[config.mk]
export PLATFORM = sky130hd
export DESIGN_NAME = wbs_status_top
export DESIGN_NICKNAME = d
export VERILOG_FILES = /design/src/rtl/wbs_pkg.sv /design/src/rtl/wbs_strobe_edges.sv /design/src/rtl/wbs_busy_timer.sv /design/src/rtl/wbs_status_gen.sv /design/src/rtl/wbs_status_top.sv
export SDC_FILE = /design/constraint.sdc
export NUM_CORES = 1
export LEC_CHECK = 0
export ABC_AREA = 1
export BUFFER_PORTS_ARGS = -buffer_cell sky130_fd_sc_hd__buf_2
export CAP_MARGIN = 20
export CORE_MARGIN = 1
export CORE_UTILIZATION = 50
export DETAILED_ROUTE_END_ITERATION = 12
export PLACE_DENSITY = 0.82
export SLEW_MARGIN = 20
export SYNTH_ARGS = -nofsm -noshare
export SYNTH_HDL_FRONTEND = slang
export SYNTH_SLANG_ARGS = --single-unit
[constraint.sdc]
create_clock -name clk -period 1.9 [get_ports clk]
set_input_delay 0.57 -clock clk [delete_from_list [all_inputs] [get_ports clk]]
set_output_delay 0.57 -clock clk [all_outputs]
set_load 0.01 [all_outputs]
[src/rtl/wbs_pkg.sv]
package wbs_pkg;
    typedef enum logic {
        OP_WRITE = 1'b0,
        OP_ERASE = 1'b1
    } wbs_op_e;
endpackage

[src/rtl/wbs_strobe_edges.sv]
module wbs_strobe_edges (
    input  logic clk,
    input  logic rst_n,
    input  logic ce_n,
    input  logic we_n,
    input  logic oe_n,
    output logic wr_act,
    output logic wr_end,
    output logic rd_act,
    output logic rd_start
);
    typedef struct packed {
        logic wr_prev;
        logic rd_prev;
    } edge_t;

    edge_t edge_d, edge_q;

    always_comb begin
        wr_act         = !ce_n && !we_n && oe_n;
        rd_act         = !ce_n && !oe_n;
        wr_end         = edge_q.wr_prev && !wr_act;
        rd_start       = rd_act && !edge_q.rd_prev;
        edge_d         = edge_q;
        edge_d.wr_prev = wr_act;
        edge_d.rd_prev = rd_act;
    end

    always_ff @(posedge clk) begin
        if (!rst_n) edge_q <= '0;
        else        edge_q <= edge_d;
    end
endmodule

[src/rtl/wbs_busy_timer.sv]
module wbs_busy_timer #(
    parameter int BUSY_CYCLES = 1000
) (
    input  logic clk,
    input  logic rst_n,
    input  logic start,
    output logic accept,
    output logic busy,
    output logic done
);
    localparam int CNT_W = (BUSY_CYCLES > 1) ? $clog2(BUSY_CYCLES) : 1;

    typedef struct packed {
        logic             busy;
        logic             done;
        logic [CNT_W-1:0] cnt;
    } tmr_t;

    tmr_t tmr_d, tmr_q;

    always_comb begin
        tmr_d      = tmr_q;
        tmr_d.done = 1'b0;
        accept     = start && !tmr_q.busy;
        if (!tmr_q.busy) begin
            if (start) begin
                tmr_d.busy = 1'b1;
                tmr_d.cnt  = CNT_W'(BUSY_CYCLES - 1);
            end
        end else if (tmr_q.cnt == '0) begin
            tmr_d.busy = 1'b0;
            tmr_d.done = 1'b1;
        end else begin
            tmr_d.cnt = tmr_q.cnt - 1'b1;
        end
    end

    always_ff @(posedge clk) begin
        if (!rst_n) tmr_q <= '0;
        else        tmr_q <= tmr_d;
    end

    assign busy = tmr_q.busy;
    assign done = tmr_q.done;

    AST_BUSY_COUNTDOWN: assert property (@(posedge clk) disable iff (!rst_n)
        (tmr_q.busy && tmr_q.cnt != '0) |=> (tmr_q.busy && tmr_q.cnt == $past(tmr_q.cnt) - 1'b1));
    AST_DONE_AFTER_BUSY: assert property (@(posedge clk) disable iff (!rst_n)
        tmr_q.done |-> (!tmr_q.busy && $past(tmr_q.busy)));
endmodule

[src/rtl/wbs_status_gen.sv]
module wbs_status_gen
    import wbs_pkg::*;
#(
    parameter int DATA_W = 8
) (
    input  logic              clk,
    input  logic              rst_n,
    input  logic              wr_act,
    input  logic              rd_act,
    input  logic              rd_start,
    input  logic              accept,
    input  logic              busy,
    input  logic              erase_sel,
    input  logic [DATA_W-1:0] din,
    input  logic [DATA_W-1:0] mem_rdata,
    output logic [DATA_W-1:0] dout
);
    localparam int POLL_BIT = DATA_W - 1;
    localparam int TOG_BIT  = DATA_W - 2;

    typedef struct packed {
        logic [DATA_W-1:0] last;
        wbs_op_e           op;
        logic              tog;
        logic [DATA_W-1:0] dout;
    } st_t;

    st_t st_d, st_q;
    logic [DATA_W-1:0] status_byte;

    always_comb begin
        st_d = st_q;
        if (wr_act && !busy) begin
            st_d.last = din;
            st_d.op   = erase_sel ? OP_ERASE : OP_WRITE;
        end
        if (accept)                st_d.tog = 1'b0;
        else if (busy && rd_start) st_d.tog = ~st_q.tog;

        for (int i = 0; i < DATA_W; i++) begin
            if (i == TOG_BIT)                status_byte[i] = st_d.tog;
            else if (st_q.op == OP_ERASE)    status_byte[i] = 1'b0;
            else if (i == POLL_BIT)          status_byte[i] = ~st_q.last[i];
            else                             status_byte[i] = st_q.last[i];
        end

        if (!rd_act)   st_d.dout = '0;
        else if (busy) st_d.dout = status_byte;
        else           st_d.dout = mem_rdata;
    end

    always_ff @(posedge clk) begin
        if (!rst_n) st_q <= '0;
        else        st_q <= st_d;
    end

    assign dout = st_q.dout;

    AST_POLL_INVERTS: assert property (@(posedge clk) disable iff (!rst_n)
        (busy && rd_act && st_q.op == OP_WRITE) |=> (dout[POLL_BIT] == ~$past(st_q.last[POLL_BIT])));
    AST_ERASE_POLL_ZERO: assert property (@(posedge clk) disable iff (!rst_n)
        (busy && rd_act && st_q.op == OP_ERASE) |=> (dout[POLL_BIT] == 1'b0));
    AST_TOGGLE_HOLD: assert property (@(posedge clk) disable iff (!rst_n)
        (busy && !rd_start) |=> $stable(st_q.tog));
    AST_IDLE_PASSTHRU: assert property (@(posedge clk) disable iff (!rst_n)
        (!busy && rd_act) |=> (dout == $past(mem_rdata)));
    AST_NO_READ_ZERO: assert property (@(posedge clk) disable iff (!rst_n)
        !rd_act |=> (dout == '0));
endmodule

[src/rtl/wbs_status_top.sv]
module wbs_status_top #(
    parameter int DATA_W      = 8,
    parameter int BUSY_CYCLES = 1000
) (
    input  logic              clk,
    input  logic              rst_n,
    input  logic              ce_n,
    input  logic              we_n,
    input  logic              oe_n,
    input  logic              erase_sel,
    input  logic [DATA_W-1:0] din,
    input  logic [DATA_W-1:0] mem_rdata,
    output logic [DATA_W-1:0] dout,
    output logic              busy,
    output logic              done
);
    logic wr_act, wr_end, rd_act, rd_start, accept;

    wbs_strobe_edges u_edges (
        .clk      (clk),
        .rst_n    (rst_n),
        .ce_n     (ce_n),
        .we_n     (we_n),
        .oe_n     (oe_n),
        .wr_act   (wr_act),
        .wr_end   (wr_end),
        .rd_act   (rd_act),
        .rd_start (rd_start)
    );

    wbs_busy_timer #(.BUSY_CYCLES(BUSY_CYCLES)) u_timer (
        .clk    (clk),
        .rst_n  (rst_n),
        .start  (wr_end),
        .accept (accept),
        .busy   (busy),
        .done   (done)
    );

    wbs_status_gen #(.DATA_W(DATA_W)) u_status (
        .clk       (clk),
        .rst_n     (rst_n),
        .wr_act    (wr_act),
        .rd_act    (rd_act),
        .rd_start  (rd_start),
        .accept    (accept),
        .busy      (busy),
        .erase_sel (erase_sel),
        .din       (din),
        .mem_rdata (mem_rdata),
        .dout      (dout)
    );

    AST_START_ON_WRITE_END: assert property (@(posedge clk) disable iff (!rst_n)
        (wr_end && !busy) |=> busy);
endmodule

* Word-level counts from Yosys, hierarchy flattened
Index checks and enable logic that the tools add are counted.
** Operators by class
- Add/subtract/negate cells :: 1
- Eq/ne operators :: 1
- Multiplexer cells :: 17
- Bitwise gates (word level) :: 2
- Reductions and logical operators :: 19
** Operators with widths (number)
- 10-bit two-way mux :: 3
- 1-bit two-way mux :: 12
- 10-bit logical NOT :: 1
- 10-bit by 1-bit subtractor with 10-bit output (second input constant) :: 1
- 1-bit logical AND :: 8
- 8-bit two-way mux :: 1
- 1-bit logical NOT :: 6
- 2-bit AND reduction :: 3
- 2-bit two-way mux :: 1
- 2-bit inequality test (second input constant) :: 1
- 1-bit inverter :: 2
- 2-bit nonzero test :: 1
** Word-level totals
- Register bits after elaboration :: 32

* Longest topological paths before layout
Gate-level depths: netlist of run 1.
- Depth after elaboration :: 8
- Gate-level depth with buffers :: 10
- Mapped depth without buffers :: 10

* Modules after synthesis
A second synthesis of run 1 with hierarchy kept.
** Unflattened totals
- Cells, all modules :: 207
- Area, all modules :: 1505.2 sq um
** Modules (own cells, without submodules)
- wbs_busy_timer :: instances 1, cells each 109, area an instance 720.7 sq um, sequential area each 240.2 sq um
- wbs_status_gen :: instances 1, cells each 86, area an instance 695.7 sq um, sequential area each 340.3 sq um
- wbs_strobe_edges :: instances 1, cells each 12, area an instance 88.8 sq um, sequential area each 40.0 sq um

* Worst setup path before layout of run 1
No wires, ideal clock.
- Kind :: flip-flop to flip-flop
- Start point :: register u_timer.tmr_q[1] in the netlist's numbering
- End point :: register u_timer.tmr_q[9] in the netlist's numbering
- Setup time :: 0.131 ns
- Data arrival time :: 1.204 ns
- Required time :: 1.769 ns
- Slack :: 0.565 ns
- Stages on the path, launching flop included :: 10
- Period minus slack after synthesis :: 1.335 ns
- Cell sequence :: dfxtp_1 -> inv_1 -> ha_1 -> nand3_4 -> nor2_4 -> nand2_4 -> nand2_4 -> nand2_4 -> nand2_1 -> a21oi_2
** Between the ends
- Longest elaborated chain between the ends :: 3
** Ends and longest elaborated chain
- start: declaration :: RTL line wbs_busy_timer.sv:19 : tmr_t tmr_d, tmr_q;
- start signal: assignment :: RTL line wbs_busy_timer.sv:40 : else tmr_q <= tmr_d;
- 10-bit by 1-bit subtractor with 10-bit output or 10-bit logical NOT (tied branches) :: RTL line wbs_busy_timer.sv:34, wbs_busy_timer.sv:30
- 10-bit two-way mux or 2-bit inequality test (tied branches)
- 10-bit two-way mux or 2-bit AND reduction (tied branches)
Several ways; a longest one is shown, not always the timed one. The select of a mux whose other input is x is not followed.
A chain may end at the register's enable or synchronous reset.

* Worst setup path after layout of run 1
- Start point :: register u_timer.tmr_q, in the netlist u_timer.busy
- End point :: output busy
** RTL lines
- end: declaration :: RTL line wbs_status_top.sv:14 : output logic busy,
No word-level cell between the ends.

==> impl_metrics.tcl, run 1 <==
set metrics [dict create \
    crit_arrival_ns 1.05 \
    overflow 0 \
    vias 1261 \
    min_period_over_period_pct 85.5 \
    cts_setup_buffers 0 \
    switching_power_uw 367 \
    syn2layout_area_growth_pct 14.5 \
    worst_pin_slew_ns 0.409 \
    p_int_mw 1.06 \
    p_seq_share_pct 48.5 \
    drt_drc_violations_left 0 \
    yosysSeqAreaShare_pct 43.3 \
    drt_iter0_drc 20 \
    hold_slack_ns 0.452 \
    fin_crit_ns 1.62 \
    mostFrequentLayoutCells "nand2_1, dfxtp_1, buf_2" \
    crit_type "reg2out" \
    slew_violations 0 \
    gp_congestion 0.861 \
    grt_pass1_wl_microns 4750 \
    clkLatencyLatePin_ns 0.34 \
    rsz0062_at_grt "false" \
    antenna_cells 0 \
    final_cells 255 \
    io_buffer_count 30 \
    vdd_drop_max_mv 0.585 \
    maxSlewHeadroom_pct 72.6 \
    viasPerCell 4.95 \
    routed_wl_microns 2840 \
    drtPass1Iterations 4 \
    cts_root_buf "clkbuf_4" \
    critPathCaptureType "output port" \
    post-place-ws_ns 0.345 \
    initial_core_util_pct 52.4 \
    hold_violations 0 \
    setup_ws_ns 0.276 \
    syn-num-nets 220 \
    start_kind "flip-flop" \
    routedWlPerCell_microns 11.1 \
    die_x_microns 55.6 \
    netlist_area_sq_um 1430 \
    numCtsBuffers 5 \
    reg2reg_slack_ns 0.33 \
    htree_levels 2 \
    final_nets 246 \
    place_hpwl_microns 1940 \
    cp_data_required_time_ns 1.33 \
    clock_power_share_pct 38.6 \
    synth_cell_types 23 \
    drive_gt1_share_pct 24.1 \
    cts_tree "done" \
    hold_buffers 0 \
    ys_ff_latch 31 \
    p_per_area_nw_per_um2 868 \
    combPwrFrac_pct 13.0 \
    cts-resized-gates 0 \
    leakagePower_nw 0.774 \
    io-pin-count 32 \
    fmax_mhz 616 \
    design.core.area_sq_um 2730 \
    avgSynthCellArea_sq_um 7.28 \
    cts.sinks 31 \
    die_h_microns 55.6 \
    fillerInstances 252 \
    critPathMaxFanout 12 \
    synth_warnings 0 \
    status "complete, no violations" \
    grt_usage_pct 20.0 \
    drtAntennaViolNets 0 \
    final_common_cell "nand2_1" \
    path_clk_slew_ns 0.10 \
    hold_path.class "reg2reg" \
    antenna_found_initial 0 \
    grt_pass1_vias 1078 \
    fin_tns_setup_ns 0 \
    die-area_sq_um 3090 \
    synth_cells 197 \
    grt_max_degree 17 \
    finalSetupViolations 0 \
    core.rowCount 19 \
    swShare_pct 25.8 \
    skew_ns 0.00645 \
    clock_path_buffers 2 \
    cap_violations 0 \
    dp.cells 247 \
]
## power groups by stage
stage	Combinational (mW)	Sequential [mW]	Clock (mW)
after floorplan	0.139	0.702	0
final	0.185	0.690	0.549
after global placement	0.180	0.704	0
after CTS	0.185	0.690	0.547
after global routing	0.209	0.694	0.572
after detailed placement	0.184	0.705	0
## kinds of logic after synthesis
| family | Yosys count | share of synthesized area, % |
|---|---|---|
| simple gates | 87 | 28.9 |
| compound gates | 37 | 13.2 |
| xor+xnor | 2 | 1.22 |
| buf+inv | 39 | 12.6 |
| flops | 31 | 43.3 |
| fa+ha+maj | 1 | 0.872 |
## state kept, by name, indices dropped and copies added (netlist names)
register and cells:
u_edges.edge_q 2, u_status.dout 8, u_status.st_q 9, u_timer.busy 1, u_timer.done 1, u_timer.tmr_q 10
## worst paths after layout
check	start	end	cells past startpoint
hold reg to reg	u_status.st_q[11]	u_status.st_q[11]	2
hold / removal	u_status.st_q[11]	u_status.st_q[11]	2
setup reg to reg	u_timer.tmr_q[1]	u_timer.tmr_q[2]	9
setup / recovery	u_timer.busy	busy	2
## critical path, cell delays in order, from the launching register on
cell,delay (ns)
dfxtp_1,0.35
buf_4,0.20
buf_2,0.16
## synthesized netlist by cell type (all sizes together)
master  count  area [sq um]
a21oi      24           124
buf        11          75.1
clkbuf      2          7.51
dfxtp      31           621
ha          1          12.5
inv        26          97.6
nand2      39           169
nand3      22           133
nand4       1          6.26
nor2       22          90.1
nor3        2          10.0
o21ai      13          65.1
or2         1          6.26
xnor2       1          8.76
xor2        1          8.76
## cell type report
type | instances | area, sq um | share of cell area (%)
Multi-Input combinational cell | 127 | 633 | 38.6
Sequential cell | 31 | 621 | 37.8
Timing Repair Buffer | 32 | 165 | 10.1
Inverter | 26 | 97.6 | 5.95
Clock buffer | 6 | 51.3 | 3.13
Tap cell | 31 | 38.8 | 2.36
Clock inverter | 2 | 35.0 | 2.13
## layer usage
layer	global-route usage, %	share of wire [%]	wire [microns]
met3	3.75	4.7	134
met5	0	0	0
met4	11.8	2.6	74
met2	30.5	45	1280
met1	26.4	48	1350
## per-stage QoR
stage / instance area [sq um] / utilization (%) / total power, mW
after CTS: 1640 / 60.0 / 1.42
after detailed placement: 1560 / 56.9 / 0.888
after global placement: 1560 / 56.9 / 0.884
after global routing: 1640 / 60.0 / 1.47
after floorplan: 1430 / - / 0.841
final: 1640 / 60.0 / 1.42
Note: power is estimated with default switching activity, not from simulation.
==> run 2, diff against run 1 <==
- CELL_PAD_IN_SITES_DETAIL_PLACEMENT: unset -> 2
- CELL_PAD_IN_SITES_GLOBAL_PLACEMENT: unset -> 2
- CORE_UTILIZATION: 50 -> 29
- PLACE_DENSITY: 0.82 -> 0.84
==> run 2 against run 1 <==
Clock power is 4.7% higher. Largest cell class unchanged. Routed wire length is 41% higher. Global-route usage is 2.9 points lower. Sequential share of layout area is 1.2 points lower. Cell count is 14% higher. Highest routed layer unchanged.
==> impl_metrics.tcl, run 2 (synthesized netlist as in run 1, its figures left out) <==
set metrics [dict create \
    status "complete, no violations" \
    post-route-cell-area_sq_um 1700 \
    hold_buffers 0 \
    drtAntennaViolNets 0 \
    crit_arrival_ns 1.02 \
    core.rowCount 25 \
    io_buffer_count 30 \
    clock_path_buffers 2 \
    die_h_microns 72.3 \
    finalSetupViolations 0 \
    grt_pass1_vias 1459 \
    overflow 0 \
    cts_setup_buffers 0 \
    initial_core_util_pct 30.2 \
    io-pin-count 32 \
    start_kind "flip-flop" \
    maxSlewHeadroom_pct 70.4 \
    numCtsBuffers 5 \
    drtPass1Iterations 4 \
    cp_data_required_time_ns 1.33 \
    cts.sinks 31 \
    critPathCaptureType "output port" \
    cap_violations 0 \
    regMostFlops "u_timer.tmr_q" \
    min_period_over_period_pct 83.4 \
    design.core.area_sq_um 4750 \
    antenna_cells 0 \
    gp_congestion 0.786 \
    clkLatencyLatePin_ns 0.28 \
    final_cells 290 \
    r2r_cells 9 \
    crit_type "reg2out" \
    final_nets 245 \
    routed_wl_microns 4000 \
    syn2layout_area_growth_pct 18.3 \
    vdd_drop_max_mv 0.522 \
    grt_max_degree 17 \
    routedWlPerCell_microns 13.8 \
    place_area_sq_um 1590 \
    path_clk_slew_ns 0.06 \
    critPathMaxFanout 12 \
    cts_tree "done" \
    fmax_mhz 631 \
    die_x_microns 72.3 \
    viasPerCell 4.63 \
    fin_crit_ns 1.59 \
    post-place-ws_ns 0.289 \
    vias 1343 \
    skew_ns 0.00305 \
    cts-resized-gates 0 \
    slew_violations 0 \
    antenna_found_initial 0 \
    hold_violations 0 \
    drt_iter0_drc 46 \
    final_common_cell "nand2_1" \
    whs_path_depth 2 \
    drive_gt1_share_pct 23.8 \
    place_hpwl_microns 2810 \
    drt_drc_violations_left 0 \
    rsz0062_at_grt "false" \
    grt_pass1_wl_microns 6760 \
    fin_tns_setup_ns 0 \
    hold_path.class "reg2reg" \
    mostFrequentLayoutCells "nand2_1, dfxtp_1, buf_2" \
    htree_levels 2 \
    grt_usage_pct 17.1 \
    leakagePower_nw 0.771 \
    setup_ws_ns 0.315 \
    total_power_mw 1.46 \
    cts_root_buf "clkbuf_8" \
    dp.cells 282 \
    die-area_sq_um 5230 \
    p_per_area_nw_per_um2 863 \
    worst_pin_slew_ns 0.442 \
    largest_register_ffs 10 \
]
==> run 2: changes by cell type in the layout (fill, tap and decap cells not counted) <==
| cell | change |
|---|---|
| clkinvlp_4 | +1 |
| clkbuf_4 | -5 |
| bufinv_16 | -1 |
| buf_4 | -1 |
| clkinv_2 | -1 |
| clkbuf_8 | +6 |
==> run 2: worst paths after layout <==
kind              slack (ns)                 to               from
hold reg to reg         0.45  u_status.st_q[15]  u_status.st_q[15]
setup / recovery        0.31               busy       u_timer.busy
setup reg to reg        0.32   u_timer.tmr_q[9]   u_timer.tmr_q[0]
hold / removal          0.45  u_status.st_q[15]  u_status.st_q[15]
==> run 2: layout make-up <==
class / count / area [sq um]
clock buffers: 7 / 96.3
clock inverters: 1 / 7.51
fillers: 597 / 3060
inverters: 26 / 97.6
multi-input cells: 127 / 633
flip-flops and latches: 31 / 621
well taps: 67 / 83.8
repair buffers: 31 / 158
==> run 2: where the power goes <==
group	switching [mW]	total (mW)	leakage (nW)	internal [mW]
Clock	0.246	0.575	0.0505	0.329
Combinational	0.128	0.198	0.468	0.0704
Sequential	0.0161	0.692	0.252	0.676
==> run 2: through the flow <==
step	hold WS, ns	utilization [%]
3_3_place_gp	0.431	33.5
3_5_place_dp	0.446	33.5
4_1_cts	0.458	35.7
2_1_floorplan	0.424	-
6_report	0.451	35.7
5_1_grt	0.487	35.7
==> run 2: worst max-delay path: stages, from the launching register on <==
cell	delay (ns)
dfxtp_1	0.35
buf_4	0.22
buf_2	0.16
==> run 2: layer usage <==
layer	GRT usage, %	routed length, microns
met2	29.2	2020
met4	5.88	31
met1	21.3	1840
met3	3.47	109
met5	0	0
